==> src/rtl/sdu_pkg.sv <==
package sdu_pkg;
  localparam int DATA_W   = 32;
  localparam int SAMPLE_W = 16;
  localparam int PTR_W    = $clog2(DATA_W / (SAMPLE_W / 2));

  typedef struct packed {
    logic              flush;
    logic              capture;
    logic              promote;
    logic              emit;
    logic              fromStage;
    logic [PTR_W-1:0]  idx;
    logic              mono;
  } sduCtrl_t;
endpackage

==> src/rtl/sdu_control.sv <==
module sdu_control
  import sdu_pkg::*;
#(
  parameter int DATA_W   = sdu_pkg::DATA_W,
  parameter int SAMPLE_W = sdu_pkg::SAMPLE_W
) (
  input  logic     clk,
  input  logic     rstN,
  input  logic     enable,
  input  logic     wrEn,
  input  logic     monoMode,
  input  logic     sampleStrobe,
  input  logic     underrunClr,
  output sduCtrl_t ctrl,
  output logic     dataReq,
  output logic     underrun
);
  localparam int BYTE_W        = SAMPLE_W / 2;
  localparam int STEREO_PIECES = DATA_W / SAMPLE_W;
  localparam int MONO_PIECES   = DATA_W / BYTE_W;

  logic [PTR_W-1:0] ptrQ, ptrD;
  logic stageValidQ, stageValidD;
  logic activeValidQ, activeValidD;
  logic reqQ, reqD;
  logic underQ, underD;
  logic accept, stageTaken, underSet, reqSet;
  logic [PTR_W-1:0] lastIdx, lowLastIdx;

  assign accept     = enable && wrEn;
  assign lastIdx    = monoMode ? PTR_W'(MONO_PIECES - 1) : PTR_W'(STEREO_PIECES - 1);
  assign lowLastIdx = monoMode ? PTR_W'(MONO_PIECES / 2 - 1) : PTR_W'(STEREO_PIECES / 2 - 1);

  always_comb begin
    ctrl         = '0;
    ctrl.mono    = monoMode;
    ctrl.capture = accept;
    ptrD         = ptrQ;
    activeValidD = activeValidQ;
    stageTaken   = 1'b0;
    underSet     = 1'b0;
    if (!enable) begin
      ctrl.flush   = 1'b1;
      ptrD         = '0;
      activeValidD = 1'b0;
    end else if (sampleStrobe) begin
      if (activeValidQ) begin
        ctrl.emit = 1'b1;
        ctrl.idx  = ptrQ;
        if (ptrQ >= lastIdx) begin
          ptrD         = '0;
          activeValidD = stageValidQ;
          stageTaken   = stageValidQ;
          ctrl.promote = stageValidQ;
        end else begin
          ptrD = ptrQ + 1'b1;
        end
      end else if (stageValidQ) begin
        ctrl.emit      = 1'b1;
        ctrl.fromStage = 1'b1;
        ctrl.idx       = '0;
        ctrl.promote   = 1'b1;
        stageTaken     = 1'b1;
        activeValidD   = 1'b1;
        ptrD           = PTR_W'(1);
      end else begin
        underSet = 1'b1;
      end
    end
  end

  assign reqSet = ctrl.emit && (ctrl.idx == lowLastIdx);

  always_comb begin
    if (!enable)         stageValidD = 1'b0;
    else if (accept)     stageValidD = 1'b1;
    else if (stageTaken) stageValidD = 1'b0;
    else                 stageValidD = stageValidQ;

    if (!enable || accept) reqD = 1'b0;
    else if (reqSet)       reqD = 1'b1;
    else                   reqD = reqQ;

    if (underSet)         underD = 1'b1;
    else if (underrunClr) underD = 1'b0;
    else                  underD = underQ;
  end

  always_ff @(posedge clk or negedge rstN) begin
    if (!rstN) begin
      ptrQ         <= '0;
      stageValidQ  <= 1'b0;
      activeValidQ <= 1'b0;
      reqQ         <= 1'b0;
      underQ       <= 1'b0;
    end else begin
      ptrQ         <= ptrD;
      stageValidQ  <= stageValidD;
      activeValidQ <= activeValidD;
      reqQ         <= reqD;
      underQ       <= underD;
    end
  end

  assign dataReq  = reqQ;
  assign underrun = underQ;
endmodule

==> src/rtl/sdu_datapath.sv <==
module sdu_datapath
  import sdu_pkg::*;
#(
  parameter int DATA_W   = sdu_pkg::DATA_W,
  parameter int SAMPLE_W = sdu_pkg::SAMPLE_W
) (
  input  logic                clk,
  input  logic                rstN,
  input  sduCtrl_t            ctrl,
  input  logic [DATA_W-1:0]   wrData,
  output logic [SAMPLE_W-1:0] sampleOut
);
  localparam int BYTE_W        = SAMPLE_W / 2;
  localparam int STEREO_PIECES = DATA_W / SAMPLE_W;

  logic [DATA_W-1:0]   stageWordQ, activeWordQ, srcWord;
  logic [SAMPLE_W-1:0] sampleQ, pieceVal;
  logic [BYTE_W-1:0]   bytePiece;

  assign srcWord   = ctrl.fromStage ? stageWordQ : activeWordQ;
  assign bytePiece = srcWord[int'(ctrl.idx) * BYTE_W +: BYTE_W];

  always_comb begin
    if (ctrl.mono) pieceVal = {bytePiece, {BYTE_W{1'b0}}};
    else           pieceVal = srcWord[(int'(ctrl.idx) % STEREO_PIECES) * SAMPLE_W +: SAMPLE_W];
  end

  always_ff @(posedge clk or negedge rstN) begin
    if (!rstN) begin
      stageWordQ  <= '0;
      activeWordQ <= '0;
      sampleQ     <= '0;
    end else if (ctrl.flush) begin
      stageWordQ  <= '0;
      activeWordQ <= '0;
      sampleQ     <= '0;
    end else begin
      if (ctrl.capture) stageWordQ  <= wrData;
      if (ctrl.promote) activeWordQ <= stageWordQ;
      if (ctrl.emit)    sampleQ     <= pieceVal;
    end
  end

  assign sampleOut = sampleQ;
endmodule

==> src/rtl/sound_word_unpacker.sv <==
module sound_word_unpacker
  import sdu_pkg::*;
#(
  parameter int DATA_W   = sdu_pkg::DATA_W,
  parameter int SAMPLE_W = sdu_pkg::SAMPLE_W
) (
  input  logic                clk,
  input  logic                rstN,
  input  logic                enable,
  input  logic                wrEn,
  input  logic [DATA_W-1:0]   wrData,
  input  logic                monoMode,
  input  logic                sampleStrobe,
  input  logic                underrunClr,
  output logic [SAMPLE_W-1:0] sampleOut,
  output logic                dataReq,
  output logic                underrun
);
  sduCtrl_t ctrl;

  sdu_control #(.DATA_W(DATA_W), .SAMPLE_W(SAMPLE_W)) ctrl_i (
    .clk(clk), .rstN(rstN), .enable(enable), .wrEn(wrEn),
    .monoMode(monoMode), .sampleStrobe(sampleStrobe),
    .underrunClr(underrunClr), .ctrl(ctrl), .dataReq(dataReq),
    .underrun(underrun)
  );

  sdu_datapath #(.DATA_W(DATA_W), .SAMPLE_W(SAMPLE_W)) dp_i (
    .clk(clk), .rstN(rstN), .ctrl(ctrl), .wrData(wrData),
    .sampleOut(sampleOut)
  );
endmodule

==> config.mk <==
export PLATFORM = sky130hd
export DESIGN_NAME = sound_word_unpacker
export DESIGN_NICKNAME = d
export VERILOG_FILES = /design/src/rtl/sdu_pkg.sv /design/src/rtl/sdu_control.sv /design/src/rtl/sdu_datapath.sv /design/src/rtl/sound_word_unpacker.sv
export SDC_FILE = /design/constraint.sdc
export NUM_CORES = 1
export LEC_CHECK = 0
export ABC_AREA = 1
export BUFFER_PORTS_ARGS = -buffer_cell sky130_fd_sc_hd__buf_4
export CAP_MARGIN = 40
export CELL_PAD_IN_SITES_DETAIL_PLACEMENT = 1
export CELL_PAD_IN_SITES_GLOBAL_PLACEMENT = 1
export CORE_MARGIN = 2
export CORE_UTILIZATION = 45
export CTS_BUF_LIST = sky130_fd_sc_hd__clkbuf_8
export DETAILED_ROUTE_END_ITERATION = 8
export MAX_ROUTING_LAYER = met4
export PLACE_DENSITY = 0.81
export RECOVER_POWER = 25
export SETUP_SLACK_MARGIN = 0.1
export SLEW_MARGIN = 20
export SYNTH_ARGS = -nofsm -noshare
export SYNTH_HDL_FRONTEND = slang
export SYNTH_SLANG_ARGS = --single-unit
==> constraint.sdc <==
create_clock -name clk -period 3.5 [get_ports clk]
set_input_delay 0.7 -clock clk [delete_from_list [all_inputs] [get_ports clk]]
set_output_delay 0.7 -clock clk [all_outputs]
set_load 0.1 [all_outputs]
# After elaboration in Yosys (flattened, before gate mapping)
# Cells that the tools add are included.
[word_totals] wordCells=67 regBits=86
[classes] eq_ne=7 shift=2 mux=41 n_reduce_logical=7 n_lt_le_gt_ge=1 add_sub_neg=1
[ops] operator="32-bit 2-to-1 mux" count=5
[ops] operator="16-bit 2-to-1 mux" count=3
[ops] operator="32-bit by 6-bit indexed part select with 16-bit output" count=1
[ops] operator="32-bit by 6-bit indexed part select with 8-bit output" count=1
[ops] operator="1-bit 2-to-1 mux" count=22
[ops] operator="2-bit 2-to-1 mux" count=8
[ops] operator="5-bit 2-to-1 mux" count=3
[ops] operator="2-bit by 1-bit != test with 1-bit output, second input constant" count=4
[ops] operator="3-bit by 1-bit != test with 1-bit output, second input constant" count=2
[ops] operator="2-bit nonzero test" count=2
[ops] operator="2-bit by 1-bit adder with 2-bit output, second input constant" count=1
[ops] operator="2-bit equality test" count=1
[ops] operator="2-bit >= comparator" count=1
[ops] operator="1-bit logical AND" count=2
[ops] operator="2-bit AND reduction" count=1
[ops] operator="1-bit zero test" count=1
[ops] operator="1-bit logical OR" count=1

# Logic depth before layout (Yosys ltp)
[logic_depth] word_depth=11 depth_mapped=11

# Modules after synthesis
# A second synthesis with hierarchy kept.
[unflattened] cells_unflattened=585 hier_area_um2=4504.3
[by_module_without_submodules] mod="sdu_datapath" area_each_um2=4095.2 instances=1 cells_per_inst=534 seq_area_each_um2=2001.9
[by_module_without_submodules] mod="sdu_control" area_each_um2=409.1 instances=1 cells_per_inst=51 seq_area_each_um2=150.1

# Worst setup path before layout
# OpenSTA, ideal clock, no wires.
[synth_path] path_type="in2reg" from="in monoMode" to="reg dp_i.activeWordQ[31]" cell_stages=10 setup_ns=0.095 n_path_buf=3 arrival_ns=2.203 slack_ns=1.201 cell_sequence="clkbuf_1 inv_2 ha_1 nand2_1 nand3_1 nand2_1 buf_2 buf_2 nand3_1 o31ai_1"
[synth_between] elab_chain_len=7
[synth_rtl] item="from (decl)" line="sound_word_unpacker.sv:12" rtl="input logic monoMode,"
[synth_rtl] item="2-bit 2-to-1 mux" line="sdu_control.sv:31" rtl="assign lastIdx = monoMode ? PTR_W'(MONO_PIECES - 1) : PTR_W'(STEREO_PIECES - 1);"
[synth_rtl] item="2-bit >= comparator" line="sdu_control.sv:50" rtl="if (ptrQ >= lastIdx) begin"
[synth_rtl] item="1-bit 2-to-1 mux" line="sdu_control.sv:50"
[synth_rtl] item="2-bit 2-to-1 mux" line="sdu_control.sv:47" rtl="if (activeValidQ) begin"
[synth_rtl] item="5-bit 2-to-1 mux" line="sdu_control.sv:46" rtl="end else if (sampleStrobe) begin"
[synth_rtl] item="5-bit 2-to-1 mux" line="sdu_control.sv:42" rtl="if (!enable) begin"
[synth_rtl] item="2-bit by 1-bit != test with 1-bit output (no source line)"
[synth_rtl] item="to (signal assigned)" line="sdu_datapath.sv:39" rtl="if (ctrl.promote) activeWordQ <= stageWordQ;"
[synth_rtl] item="to (decl)" line="sdu_datapath.sv:16" rtl="logic [DATA_W-1:0] stageWordQ, activeWordQ, srcWord;"
# Every way passes these cells.
# A chain may end at the register's enable or synchronous reset.

# Worst setup path in the final report
[layout_path] from="in monoMode" to="reg ctrl_i.stageValidQ"
[layout_between] elab_chain_len=7
[layout_rtl] item="2-bit 2-to-1 mux" line="sdu_control.sv:31"
[layout_rtl] item="2-bit >= comparator" line="sdu_control.sv:50"
[layout_rtl] item="1-bit 2-to-1 mux" line="sdu_control.sv:50"
[layout_rtl] item="1-bit 2-to-1 mux" line="sdu_control.sv:47"
[layout_rtl] item="1-bit 2-to-1 mux" line="sdu_control.sv:46"
[layout_rtl] item="1-bit 2-to-1 mux" line="sdu_control.sv:42"
[layout_rtl] item="3-bit by 1-bit != test with 1-bit output (no source line)"
[layout_rtl] item="to (signal assigned)" line="sdu_control.sv:98" rtl="stageValidQ <= stageValidD;"
[layout_rtl] item="to (decl)" line="sdu_control.sv:23" rtl="logic stageValidQ, stageValidD;"
# Every way passes these cells.

==> metrics.md <==
| Metric | Value |
|---|---|
| Final min period | about 2.3 ns |
| Post_cts resized | 0 |
| Clock Path Buffers | 2 |
| DP HPWL | 8987 um |
| Hold path endpoint | dp_i.sampleOut[4] |
| I/O pin cnt | 57 |
| Via count | 3,829 |
| Pwr/cell area | approximately 420 nW/um2 |
| Initial antenna violation count | 0 |
| Die height | 101.5 um |
| Mapped cell area | 4275 um2 |
| R2r startpoint | ctrl_i.activeValidQ |
| Critical path class | primary input to register |
| DR vias/cell | 5.565 |
| PortBufs | 56 |
| Area added between synthesis and finish | 15.42% |
| Initial core utilization | a little under half |
| GPL Wtd Cong | roughly 0.86 |
| Crit end category | register |
| DR DRC count | 0 |
| Antenna cells | 0 |
| Share of layout cells above drive strength 1 | between 10% and 20% |
| Final Skew | 0.008182 ns |
| CTS clk-pin slew, worst paths | around 0.09 ns |
| CTS Root Cell | clkbuf_8 |
| CTS sink count | 86 |
| Cts bufs inserted | 9 |
| Final setup margin | ~1.2 ns |
| Total Power | 2.049 mW |
| Pleak | between 2 and 2.5 nW |
| Post-Syn Instances | 520 |
| Max-slew violations | 32 |
| Pre-CTS WS | 0.8138 ns |
| CP delay by family, top | simple AND/OR/NAND/NOR gates |
| Worst path cell trace | buf_4 > inv_2 > ha_1 > nand2_1 > nand3_1 > nand2_2 > buf_12 > nand2_1 > o21ai_0 |
| CTS H-tree lvls | 3 |
| F_max | 0.4349 GHz |
| First-pass GRT wire length | 21,550 um |
| Nets | around 600 |
| Worst-Margin Slew | 1.816 ns |
| Worst-Skew Late Latency | 0.37 ns |
| CP startpoint kind | primary input |
| Final hold viol count | 0 |
| Site Rows | 35 |
| Final WL | between 10,000 and 15,000 um |
| CTS tree | built |
| Netlist cell types | 27 |
| Min-delay src | dp_i.sampleOut[4] |
| Arrival @ worst endpoint | ~2.6 ns |
| DRT antenna net count | 0 |
| Vias in the first global route | 3,963 |
| DR WL/cell | 18.44 um |
| Min-Delay Path Depth | 2 |
| Grt ovf | 0 |
| Slew headroom | -21.03% |
| RSZ-0062 raised after global routing | no |
| Most common cell type on the critical path | nand2_1 |
| Total GRT Usage | 27.88% |
| Crit path max fanout | 45 |
| Status | finished, violations left |
| Worst reg2reg path endpoint | dp_i.sampleOut[8] |
| Worst EP required | about 3.8 ns |
| Max IR drop VDD | about 0.23 mV |
| FF-to-FF path depth | 9 |
| Tightest Hold Check Type | register to register |
| Post-CTS Setup Repair Bufs | 0 |
| Hold Buf Count CTS | 0 |
| Failing checks | max-capacitance violations, max-slew violations |
| Max Cap Viol | 1 |
| Core ar. | 9240 um2 |
| Setup TNS | 0 ns |
| Die area | 10,300 um2 |
| Setup Viol. Count Final | 0 |
| Mean Syn Cell Area | ~8 um2 |
| Post-synthesis sequential area ratio | 50.34% |
| First-pass DRT Iterations | 5 |
| Largest net degree at the start of global routing | between 50 and 60 |
| Largest stage delay, worst path | 0.44 ns |
| Fin crit share | approximately 66% |
| Die width | 101.5 um |
| Total nets after synthesis | between 500 and 600 |
| CP Buf/Inv Count | 3 |
| Seq cells post-synth | between 80 and 90 |
| Slowest cell on crit path | nand2_2 |
| DRT iter0 DRCs | 184 |
| FF-to-FF setup slack | between 1 and 1.5 ns |
| Synth warnings | 0 |
[state kept, by name (all words and copies together) (netlist names)]
| register | flops |
|---|---|
| ctrl_i.stageValidQ | 1 |
| ctrl_i.ptrQ | 2 |
| ctrl_i.activeValidQ | 1 |
| dp_i.sampleOut | 16 |
| dp_i.stageWordQ | 32 |
| dp_i.activeWordQ | 32 |
| ctrl_i.underrun | 1 |
| ctrl_i.dataReq | 1 |
[layout by cell type (no fill, tap or decap), drive strengths merged, types with 6 or more instances in the layout]
master and n:
nand3 164, nand2 95, dfrtp 86, buf 60, inv 52, o21ai 35, o31ai 32, a21oi 10
clkbuf 10, nor2 6
[metrics by stage]
step / area, um2 / cells / hold slack (ns) / util [%]
floorplan: 4275 / 520 / 0.4044 / -
global placement: 4725 / 671 / 0.4648 / 51.13
detailed placement: 4752 / 672 / 0.4681 / 51.43
CTS: 4938 / 688 / 0.2693 / 53.45
global route: 4935 / 688 / 0.5083 / 53.41
finish: 4935 / 688 / 0.4866 / 53.41
[synth_stat cells (all sizes together)]
library cell | number | area share, %
nand3 | 164 | 19
nand2 | 95 | 8.4
dfrtp | 86 | 50
inv | 46 | 4.0
o21ai | 35 | 4.1
o31ai | 32 | 5.6
buf | 22 | 2.8
clkbuf | 16 | 1.4
a21oi | 10 | 1.3
nor2 | 6 | 1.1
a31oi | 1 | 0.15
ha | 1 | 0.29
o22ai | 1 | 0.15
o2bb2ai | 1 | 0.20
o32ai | 1 | 0.20
or2 | 1 | 0.15
xnor2 | 1 | 0.20
xor2 | 1 | 0.20
[worst register-to-register path: cells and delay by family (launching register included)]
family | cells | cell delay [ns]
AND/OR/NAND/NOR | 8 | 1.23
flip-flops | 1 | 0.51
buffers and inverters | 1 | 0.26
[worst max-delay path by stage]
stage	startpoint	end	slack, ns	depth (start not counted)
floorplan	monoMode	dp_i.activeWordQ[31]	1.20	10
global placement	monoMode	ctrl_i.stageValidQ	0.94	9
detailed placement	monoMode	ctrl_i.stageValidQ	0.81	9
CTS	monoMode	dp_i.activeWordQ[12]	1.20	9
global route	monoMode	ctrl_i.stageValidQ	1.01	9
finish	monoMode	ctrl_i.stageValidQ	1.20	9
[per-layer routing]
metal,share of wire [%],track usage (%)
met1,48,39.65
met3,4.2,3.727
met5,0,-
met2,47,42.54
met4,1.4,6.757
[cells by family (layout without fill, tap and decap cells)]
| family | Yosys count | in the layout | synth area share [%] |
|---|---|---|---|
| and+or+nand+nor | 266 | 266 | 29.09 |
| xor gates and xnor gates | 2 | 2 | 0.4098 |
| AOI/OAI and AO/OA | 81 | 81 | 11.68 |
| buffers and inverters | 84 | 123 | 8.194 |
| DFF | 86 | 86 | 50.34 |
| adders and majority gates | 1 | 1 | 0.2926 |
[power by group]
group	leakage (nW)	switching (mW)	internal, mW	total (mW)
registers	1.17	0.0291	1.03	1.06
logic	1.00	0.213	0.0850	0.298
clock network	0.0988	0.413	0.277	0.690
[final cells by class]
cell class                 instances  area (um2)
tap                              129       161.4
fill                            1150        4305
clock inverter                     7       62.56
timing repair buffer              61       486.7
clock buffer                       9       123.9
inverter                          46       172.7
multi-input combinational        350        1775
sequential                        86        2152
Note: power is estimated with default switching activity, not from simulation.
